### src/rtl/pwr_seq_pkg.sv
package pwr_seq_pkg;
  localparam int NSRC     = 6;
  localparam int NSUP     = 2;
  localparam int SUP_MAIN = 0;
  localparam int SUP_CORE = 1;

  typedef enum logic [3:0] {
    ST_D0, ST_D0NI, ST_D1, ST_D2, ST_D3H, ST_D3W, ST_D3C,
    ST_DN, ST_UP, ST_CM, ST_CC
  } pstate_e;

  localparam logic [2:0] CODE_D0   = 3'd0;
  localparam logic [2:0] CODE_D0NI = 3'd1;
  localparam logic [2:0] CODE_D1   = 3'd2;
  localparam logic [2:0] CODE_D2   = 3'd3;
  localparam logic [2:0] CODE_D3H  = 3'd4;
  localparam logic [2:0] CODE_D3W  = 3'd5;
  localparam logic [2:0] CODE_D3C  = 3'd6;
endpackage

### src/rtl/pwr_wake_qual.sv
module pwr_wake_qual #(
  parameter int N = 6
) (
  input  logic         clk,
  input  logic         rst_n,
  input  logic [N-1:0] set_i,
  input  logic         clr_we_i,
  input  logic [N-1:0] clr_i,
  input  logic [N-1:0] mask_i,
  output logic [N-1:0] evt_o,
  output logic         wake_o
);
  logic [N-1:0] evt_q, evt_d, clr_vec;
  logic         evt_en;

  assign clr_vec = clr_we_i ? clr_i : '0;
  assign evt_en  = (|set_i) | clr_we_i;

  always_comb begin
    evt_d = (evt_q | set_i) & ~clr_vec;
  end

  always_ff @(posedge clk or negedge rst_n) begin
    if (!rst_n)      evt_q <= '0;
    else if (evt_en) evt_q <= evt_d;
  end

  assign evt_o  = evt_q;
  assign wake_o = |(evt_q & mask_i);
endmodule

### src/rtl/pwr_pg_wait.sv
module pwr_pg_wait #(
  parameter int CW = 16
) (
  input  logic          clk,
  input  logic          rst_n,
  input  logic          wait_i,
  input  logic          tgt_i,
  input  logic          pg_i,
  input  logic [CW-1:0] limit_i,
  output logic          done_o,
  output logic          tmo_o
);
  localparam logic [CW-1:0] CNT_MAX = '1;

  logic [CW-1:0] cnt_q, cnt_d;
  logic          cnt_en, tmo_q, tmo_set, pending;

  assign done_o  = (pg_i == tgt_i);
  assign pending = wait_i & ~done_o;
  assign tmo_set = pending & (cnt_q == limit_i);

  always_comb begin
    cnt_d = cnt_q;
    if (!pending)             cnt_d = '0;
    else if (cnt_q != CNT_MAX) cnt_d = cnt_q + 1'b1;
  end
  assign cnt_en = pending | (cnt_q != '0);

  always_ff @(posedge clk or negedge rst_n) begin
    if (!rst_n)      cnt_q <= '0;
    else if (cnt_en) cnt_q <= cnt_d;
  end

  always_ff @(posedge clk or negedge rst_n) begin
    if (!rst_n)       tmo_q <= 1'b0;
    else if (tmo_set) tmo_q <= 1'b1;
  end

  assign tmo_o = tmo_q;
endmodule

### src/rtl/pwr_state_fsm.sv
module pwr_state_fsm
  import pwr_seq_pkg::*;
(
  input  logic            clk,
  input  logic            rst_n,
  input  logic            req_we,
  input  logic [1:0]      req_next,
  input  logic            req_poff,
  input  logic            cold_req,
  input  logic            host_wr00,
  input  logic            pme_en,
  input  logic            init_done,
  input  logic            tmr_wake,
  input  logic            irq_wake,
  input  logic            wake_q,
  input  logic [NSUP-1:0] pg_done,
  output logic [NSUP-1:0] sup_en,
  output logic [NSUP-1:0] sup_wait,
  output logic            pme_o,
  output logic [1:0]      next_o,
  output logic [2:0]      state_o,
  output logic            busy_o
);
  pstate_e    st_q, st_d;
  logic       pme_q, pme_d;
  logic [1:0] nxt_q, nxt_d;
  logic       busy, lowp, light, exit_req;

  assign busy  = (st_q == ST_DN) | (st_q == ST_UP) | (st_q == ST_CM) | (st_q == ST_CC);
  assign light = (st_q == ST_D1) | (st_q == ST_D2) | (st_q == ST_D3H);
  assign lowp  = light | (st_q == ST_D3W);
  assign exit_req = host_wr00 | (req_we & (req_next == 2'b00));

  always_comb begin
    st_d  = st_q;
    pme_d = pme_q;
    nxt_d = nxt_q;
    if (!busy) begin
      if (req_we)    nxt_d = req_next;
      if (host_wr00) nxt_d = 2'b00;
    end
    if (lowp && pme_en && wake_q) pme_d = 1'b1;
    if (!busy && host_wr00)       pme_d = 1'b0;
    case (st_q)
      ST_D0: begin
        if (cold_req) st_d = ST_CM;
        else if (req_we) begin
          case (req_next)
            2'b01:   st_d = ST_D1;
            2'b10:   st_d = ST_D2;
            2'b11:   st_d = req_poff ? ST_DN : ST_D3H;
            default: st_d = ST_D0;
          endcase
        end
      end
      ST_D1, ST_D2, ST_D3H: begin
        if (tmr_wake || irq_wake || (wake_q && !pme_en) || exit_req) st_d = ST_D0;
      end
      ST_D3W:  if ((wake_q && !pme_en) || host_wr00) st_d = ST_UP;
      ST_DN:   if (pg_done[SUP_MAIN]) st_d = ST_D3W;
      ST_UP:   if (pg_done[SUP_MAIN]) st_d = ST_D0NI;
      ST_CM:   if (pg_done[SUP_MAIN]) st_d = ST_CC;
      ST_CC:   if (pg_done[SUP_CORE]) st_d = ST_D3C;
      ST_D0NI: if (init_done) st_d = ST_D0;
      ST_D3C:  st_d = ST_D3C;
      default: st_d = ST_D0;
    endcase
  end

  always_ff @(posedge clk or negedge rst_n) begin
    if (!rst_n) begin
      st_q  <= ST_D0;
      pme_q <= 1'b0;
      nxt_q <= 2'b00;
    end else begin
      st_q  <= st_d;
      pme_q <= pme_d;
      nxt_q <= nxt_d;
    end
  end

  always_comb begin
    sup_en[SUP_MAIN] = !((st_q == ST_DN) || (st_q == ST_D3W) || (st_q == ST_CM) ||
                         (st_q == ST_CC) || (st_q == ST_D3C));
    sup_en[SUP_CORE] = !((st_q == ST_CC) || (st_q == ST_D3C));
    sup_wait[SUP_MAIN] = (st_q == ST_DN) || (st_q == ST_UP) || (st_q == ST_CM);
    sup_wait[SUP_CORE] = (st_q == ST_CC);
  end

  always_comb begin
    case (st_q)
      ST_D0NI:       state_o = CODE_D0NI;
      ST_D1:         state_o = CODE_D1;
      ST_D2:         state_o = CODE_D2;
      ST_D3H:        state_o = CODE_D3H;
      ST_D3W, ST_UP: state_o = CODE_D3W;
      ST_D3C:        state_o = CODE_D3C;
      default:       state_o = CODE_D0;
    endcase
  end

  assign pme_o  = pme_q;
  assign next_o = nxt_q;
  assign busy_o = busy;
endmodule

### src/rtl/pwr_state_seq.sv
module pwr_state_seq
  import pwr_seq_pkg::*;
#(
  parameter int CW = 16
) (
  input  logic            clk,
  input  logic            rst_n,
  input  logic            req_we,
  input  logic [1:0]      req_next,
  input  logic            req_poff,
  input  logic            cold_req,
  input  logic            host_ps_we,
  input  logic [1:0]      host_ps_val,
  input  logic            pme_en,
  input  logic            init_done,
  input  logic            tmr_wake,
  input  logic            irq_wake,
  input  logic [NSRC-1:0] evt_set,
  input  logic            evt_clr_we,
  input  logic [NSRC-1:0] evt_clr,
  input  logic [NSRC-1:0] wake_mask,
  input  logic            main_pg,
  input  logic            core_pg,
  input  logic [CW-1:0]   tmo_limit,
  output logic            main_en,
  output logic            core_en,
  output logic            pme,
  output logic [2:0]      state_o,
  output logic [1:0]      next_o,
  output logic            busy,
  output logic [NSRC-1:0] evt_o,
  output logic            tmo_err
);
  logic [1:0]      rst_sync_q;
  logic            rst_int_n;
  logic            wake_q, host_wr00;
  logic [NSUP-1:0] sup_en, sup_wait, pg_done, pg_in, tmo_vec;

  always_ff @(posedge clk or negedge rst_n) begin
    if (!rst_n) rst_sync_q <= 2'b00;
    else        rst_sync_q <= {rst_sync_q[0], 1'b1};
  end
  assign rst_int_n = rst_sync_q[1];

  assign host_wr00 = host_ps_we & (host_ps_val == 2'b00);
  assign pg_in[SUP_MAIN] = main_pg;
  assign pg_in[SUP_CORE] = core_pg;

  pwr_wake_qual #(.N(NSRC)) u_wake (
    .clk(clk), .rst_n(rst_int_n), .set_i(evt_set), .clr_we_i(evt_clr_we),
    .clr_i(evt_clr), .mask_i(wake_mask), .evt_o(evt_o), .wake_o(wake_q)
  );

  for (genvar g = 0; g < NSUP; g++) begin : g_sup
    pwr_pg_wait #(.CW(CW)) u_pg (
      .clk(clk), .rst_n(rst_int_n), .wait_i(sup_wait[g]), .tgt_i(sup_en[g]),
      .pg_i(pg_in[g]), .limit_i(tmo_limit), .done_o(pg_done[g]), .tmo_o(tmo_vec[g])
    );
  end

  pwr_state_fsm u_fsm (
    .clk(clk), .rst_n(rst_int_n), .req_we(req_we), .req_next(req_next),
    .req_poff(req_poff), .cold_req(cold_req), .host_wr00(host_wr00),
    .pme_en(pme_en), .init_done(init_done), .tmr_wake(tmr_wake),
    .irq_wake(irq_wake), .wake_q(wake_q), .pg_done(pg_done), .sup_en(sup_en),
    .sup_wait(sup_wait), .pme_o(pme), .next_o(next_o), .state_o(state_o),
    .busy_o(busy)
  );

  assign main_en = sup_en[SUP_MAIN];
  assign core_en = sup_en[SUP_CORE];
  assign tmo_err = |tmo_vec;
endmodule

### config.mk
export PLATFORM = sky130hd
export DESIGN_NAME = pwr_state_seq
export DESIGN_NICKNAME = d
export VERILOG_FILES = /design/src/rtl/pwr_seq_pkg.sv /design/src/rtl/pwr_wake_qual.sv /design/src/rtl/pwr_pg_wait.sv /design/src/rtl/pwr_state_fsm.sv /design/src/rtl/pwr_state_seq.sv
export SDC_FILE = /design/constraint.sdc
export NUM_CORES = 1
export LEC_CHECK = 0
export BUFFER_PORTS_ARGS = -buffer_cell sky130_fd_sc_hd__buf_2
export CAP_MARGIN = 10
export CORE_MARGIN = 5
export CORE_UTILIZATION = 32
export CTS_CLUSTER_SIZE = 24
export DETAILED_ROUTE_END_ITERATION = 8
export HOLD_SLACK_MARGIN = 0.12
export MAX_ROUTING_LAYER = met4
export PLACE_DENSITY = 0.53
export SYNTH_ARGS = -nofsm -noshare
export SYNTH_HDL_FRONTEND = slang
export SYNTH_SLANG_ARGS = --single-unit
### constraint.sdc
create_clock -name clk -period 3.66 [get_ports clk]
set_clock_uncertainty 0.1 [all_clocks]
set_input_delay 0 -clock clk [delete_from_list [all_inputs] [get_ports clk]]
set_output_delay 0 -clock clk [all_outputs]
set_load 0.01 [all_outputs]
# Word-level counts from Yosys, hierarchy flattened
# Cells that the tools add are included.
[word_totals]
regBits = 49
latchBits = 0
ram_bits = 0
rom_bits = 0
input_bits = 51
output_inout_bits = 16
mem_count = 0
[classes]
addsub = 2
mul = 0
div_mod_pow = 0
order_cmp = 0
eq_ne = 29
n_shift = 0
muxes = 22
n_bitwise = 23
n_reduce_logical = 35
[ops]
columns = ["cell", "n"]
rows = [
  ["2-to-1 mux 16 bit", 4],
  ["2-to-1 mux 4 bit", 9],
  ["one-hot mux 4 bit (9 select lines)", 1],
  ["adder 16 x 1 -> 16 bit (second input constant)", 2],
  ["equality test 16 bit", 2],
  ["!= test 16 bit (second input constant)", 2],
  ["nonzero test 16 bit", 2],
  ["one-hot mux 3 bit (6 select lines)", 1],
  ["equality test 4 x 3 -> 1 bit (second input constant)", 4],
  ["!= test 2 bit (second input constant)", 8],
  ["AND 6 bit", 2],
  ["equality test 4 bit (second input constant)", 3],
  ["one-hot mux 4 bit (3 select lines)", 1],
  ["OR reduction 6 bit", 2],
  ["logical OR 1 bit", 11],
  ["OR 1 bit", 10],
  ["equality test 4 x 2 -> 1 bit (second input constant)", 2],
  ["AND reduction 8 bit", 1],
  ["AND 1 bit", 6],
  ["2-to-1 mux 2 bit", 3],
  ["2-to-1 mux 6 bit", 1],
  ["inverter 6 bit", 1],
  ["OR 6 bit", 1],
  ["AND reduction 2 bit", 3],
  ["other kinds (15)", 29],
]

# Depth between registers and ports, before layout
[depth]
ltp_word = 11
ltp_mapped = 8
ltp_nobuf = 7

# Hierarchy
# A second synthesis with hierarchy kept.
[unflattened]
cells_unflattened = 348
hier_area_um2 = 3294.4
[by_module_without_submodules]
columns = ["mod", "n_inst", "cells_each", "area_each_um2"]
rows = [
  ["pwr_pg_wait", 2, 121, 1163.6],
  ["pwr_state_fsm", 1, 79, 664.4],
  ["pwr_wake_qual", 1, 22, 230.2],
  ["pwr_state_seq", 1, 5, 72.6],
]

# Worst setup path after synthesis
# OpenSTA, ideal clock, no wires.
[synth_path]
path_kind = "flip-flop to flip-flop"
start = "register g_sup[0].u_pg.cnt_q[0]"
end = "register g_sup[0].u_pg.cnt_q[13]"
setup_time_ns = 0.078
arrival_ns = 1.816
required_ns = 3.482
setup_slack_ns = 1.667
path_stages_with_launch = 7
path_buffers = 0
synth_period_minus_slack_ns = 1.993
cell_sequence = "dfrtp_1 -> ha_1 -> and3_1 -> nand4_1 -> o211ai_2 -> or4_1 -> a21oi_1"
[synth_via]
elab_chain_len = 3
[synth_rtl]
columns = ["item", "line", "text"]
rows = [
  ["from (decl)", "pwr_pg_wait.sv:15", "logic [CW-1:0] cnt_q, cnt_d;"],
  ["from (signal assigned)", "pwr_pg_wait.sv:31", "else if (cnt_en) cnt_q <= cnt_d;"],
  ["adder 16 x 1 -> 16 bit (tied with other cells)", "pwr_pg_wait.sv:25", "else if (cnt_q != CNT_MAX) cnt_d = cnt_q + 1'b1;"],
  ["2-to-1 mux 16 bit (tied with other cells)", "pwr_pg_wait.sv:25", ""],
  ["2-to-1 mux 16 bit / AND reduction 2 bit (equally long branches)", "--", ""],
]
# Several ways; a longest one is shown, not always the timed one. The select of a mux whose other input is x is not followed.
# A chain may end at the register's enable or synchronous reset.

# Final worst setup path
[layout_path]
start = "register u_fsm.st_q[1]"
end = "register u_fsm.st_q[0]"
[layout_via]
elab_chain_len = 9
[layout_rtl]
columns = ["item", "line", "text"]
rows = [
  ["from (decl)", "pwr_state_fsm.sv:24", "pstate_e st_q, st_d;"],
  ["from (signal assigned)", "pwr_state_fsm.sv:76", "st_q <= st_d;"],
  ["equality test 4 x 3 -> 1 bit", "pwr_state_fsm.sv:44, pwr_state_fsm.sv:83", ""],
  ["logical OR 1 bit (3 in series)", "pwr_state_fsm.sv:83", "sup_en[SUP_MAIN] = !((st_q == ST_DN) || (st_q == ST_D3W) || (st_q == ST_CM) ||"],
  ["logical OR 1 bit", "pwr_state_fsm.sv:84", "(st_q == ST_CC) || (st_q == ST_D3C));"],
  ["logical NOT 1 bit", "pwr_state_fsm.sv:83", ""],
  ["equality test 1 bit", "pwr_pg_wait.sv:18", "assign done_o = (pg_i == tgt_i);"],
  ["!= test 2 bit (no line)", "--", ""],
  ["AND reduction 8 bit (no line)", "--", ""],
]
# Several ways; a longest one is shown, not always the timed one.

==> out/metrics.cfg <==
[power]
total_leakage_power_nw=1.74
power_density_nw_per_um2=457
peakVddDrop_uv=174

[drt]
wl_per_cell_um=16.0
drc=0
vias=3076
wl_um=9250
drtIter0Drc=181
viasPerCell=5.32
antenna_left=0
firstDrtPassIters=4

[global_route]
grt_pass1_vias=3192
overflow=0
track_usage_pct=15.6
antenna_found_initial=0
grt_pass1_wl_um=15800
grt_max_degree=48

[clock_tree]
cts_tree=done
clk_latency_ns=0.31
cts_max_level=2
clk_pin_slew_ns=0.10
numCtsBuffers=5
cts.path.max_buffers=2
cts.sinks=49
postCtsSetupBuffers=0
clock-root-buffer=clkbuf_8

[finish]
regArea_um2=1230
drive_gt1_share_pct=21.9
layout_common_cells=66 x buf_2, 48 x dfrtp_1, 28 x xnor2_1
layout_commonest_cell=buf_2
fill_cells=1053
multi_input_area_um2=1920
area_growth_pct=24.7
design_area_um2=4110
postLayoutCoreUtil_pct=40.3
diodes=0
nets=496

[timing]
setup_ws_ns=0.822
slew_violations=0
min_period_ns=2.84
whs_ns=0.129
tns_ns=0
setup-violations-final=0
hold_violations=0
max_freq_mhz=352
fin_crit_sh_pct=77.5
rsz0062_at_grt=no
worst_pin_slew_ns=0.738
relSlewSlack_pct=50.5

[floorplan]
die_width_um=111
ioPinCount=67
die_h_um=111
row_count=37
start_util_pct=32.3
coreArea_um2=10200
die_area_um2=12400

[critical_path]
cp.required_ns=3.76
crit_type=flop to flop
critPathMaxFanout=18
crit_arrival_ns=2.94
start_kind=flop
endpoint_kind=flop

[placed_design]
io_buffers=66
placed_area_um2=3720
gp_congestion=0.848
dp.final_hpwl_um=6800
pre_cts_ws_ns=1.21

[run]
drv_cap=0

[synthesis]
ys_seq_area_share_pct=37.2
synthDistinctLibCells=69
synth_area_um2=3290
ys_ff_latch=49
postSynthAreaPerCell_um2=9.33
synth_nets=408
synthArstFlopShare_pct=100
synth_edf_count=0
syn_inst=353
ys.flop_type=dfrtp_1
yosysWarnings=0

[run_status]
outcome=finished clean

[hold_path]
min_path_type=flop to asynchronous set/reset pin

[registers in the layout, summed over array words and instances, names as in the netlist]
register	count
g_sup.u_pg.tmo_o	2
u_fsm.pme_o	1
u_fsm.next_o	2
g_sup.u_pg.cnt_q	32
u_wake.evt_o	6
u_fsm.st_q	4
rst_sync_q	2
[worst max-delay path: stages, from the launching register on]
cell and delay [ns]:
dfrtp_1 0.80, inv_1 0.26, a32o_4 0.38, a221oi_4 0.29, a31oi_1 0.14, a41o_1 0.22
dlygate4sd3_1 0.55
[timing repair]
action                                  CTS  global route
hold buffers                             27             0
endpoints found under the hold margin    21             0
resized for setup                         0             0
endpoints found under the setup margin    0             0
[synthesized netlist by cell type (2+ instances only)]
master	instances	area (um^2)
a2111oi_2	2	30.0
a21oi_1	23	115
a22o_1	2	17.5
a22oi_1	4	30.0
a32oi_1	2	17.5
a41o_1	2	20.0
and2_1	3	18.8
and3_1	10	62.6
and4_1	2	17.5
buf_2	6	30.0
buf_4	2	15.0
clkbuf_1	4	15.0
dfrtp_1	49	1230
ha_1	4	50.1
inv_1	19	71.3
mux2i_1	2	20.0
nand2_1	25	93.8
nand3_1	13	65.1
nand4_1	9	56.3
nor2_1	19	71.3
nor2b_1	3	18.8
nor3_1	10	50.1
nor4_1	7	43.8
nor4b_1	4	35.0
o211ai_1	5	37.5
o21ai_0	15	75.1
o21ai_1	2	10.0
o22ai_1	2	12.5
o31ai_1	11	82.6
o31ai_4	2	42.5
or2_0	2	12.5
or2_2	2	12.5
or3_1	4	25.0
or4_1	8	60.1
xnor2_1	28	245
xor2_1	13	114
[final timing paths]
kind,start,end,slack [ns],depth (start not counted)
min in group clk,tmo_limit[14],g_sup[0].u_pg.tmo_o,0.13,4
hold / removal,rst_sync_q[1],g_sup[0].u_pg.cnt_q[6],0.13,0
hold reg to reg,rst_sync_q[1],g_sup[0].u_pg.cnt_q[6],0.13,0
setup / recovery,u_fsm.st_q[1],u_fsm.st_q[0],0.82,6
setup reg to reg,u_fsm.st_q[1],u_fsm.st_q[0],0.82,6
max in group asynchronous,rst_sync_q[1],g_sup[1].u_pg.cnt_q[2],2.79,1
[cell families after synthesis]
logic type / count (synthesis) / synth area share [%]
AOI/OAI and AO/OA: 89 / 20.8
xor gates and xnor gates: 42 / 11.4
adders and majority gates: 4 / 1.52
buffers and inverters: 32 / 4.33
DFF: 49 / 37.2
muxes: 2 / 0.608
other: 1 / 0.114
and+or+nand+nor: 134 / 24.0
[layout make-up]
type                            count  area share [%]
Multi-Input combinational cell    272            46.8
Sequential cell                    49            29.9
Timing Repair Buffer               94            15.1
Tap cell                          136            4.14
Clock buffer                        7            2.10
Inverter                           19            1.74
Clock inverter                      1           0.183
[power by group]
group	switching, mW	internal [mW]
Sequential	0.136	0.598
Combinational	0.424	0.369
Clock	0.196	0.154
Total	0.756	1.12
[metrics by stage]
step | std cells | power [mW]
final | 578 | 1.88
after floorplan | 353 | 1.27
after detailed placement | 542 | 1.48
after CTS | 577 | 1.90
after global routing | 578 | 2.03
after global placement | 542 | 1.47
[per-layer routing]
layer	routed length, um	vias to the layer above	global-route usage, %	share of wire [%]
met3	288	10	3.04	3.1
met4	110	0	3.65	1.2
met5	0	-	-	0
met1	4140	1519	19.5	45
li1	-	1479	-	-
met2	4710	68	26.3	51
No activity file was read; power rests on OpenSTA's default activity.
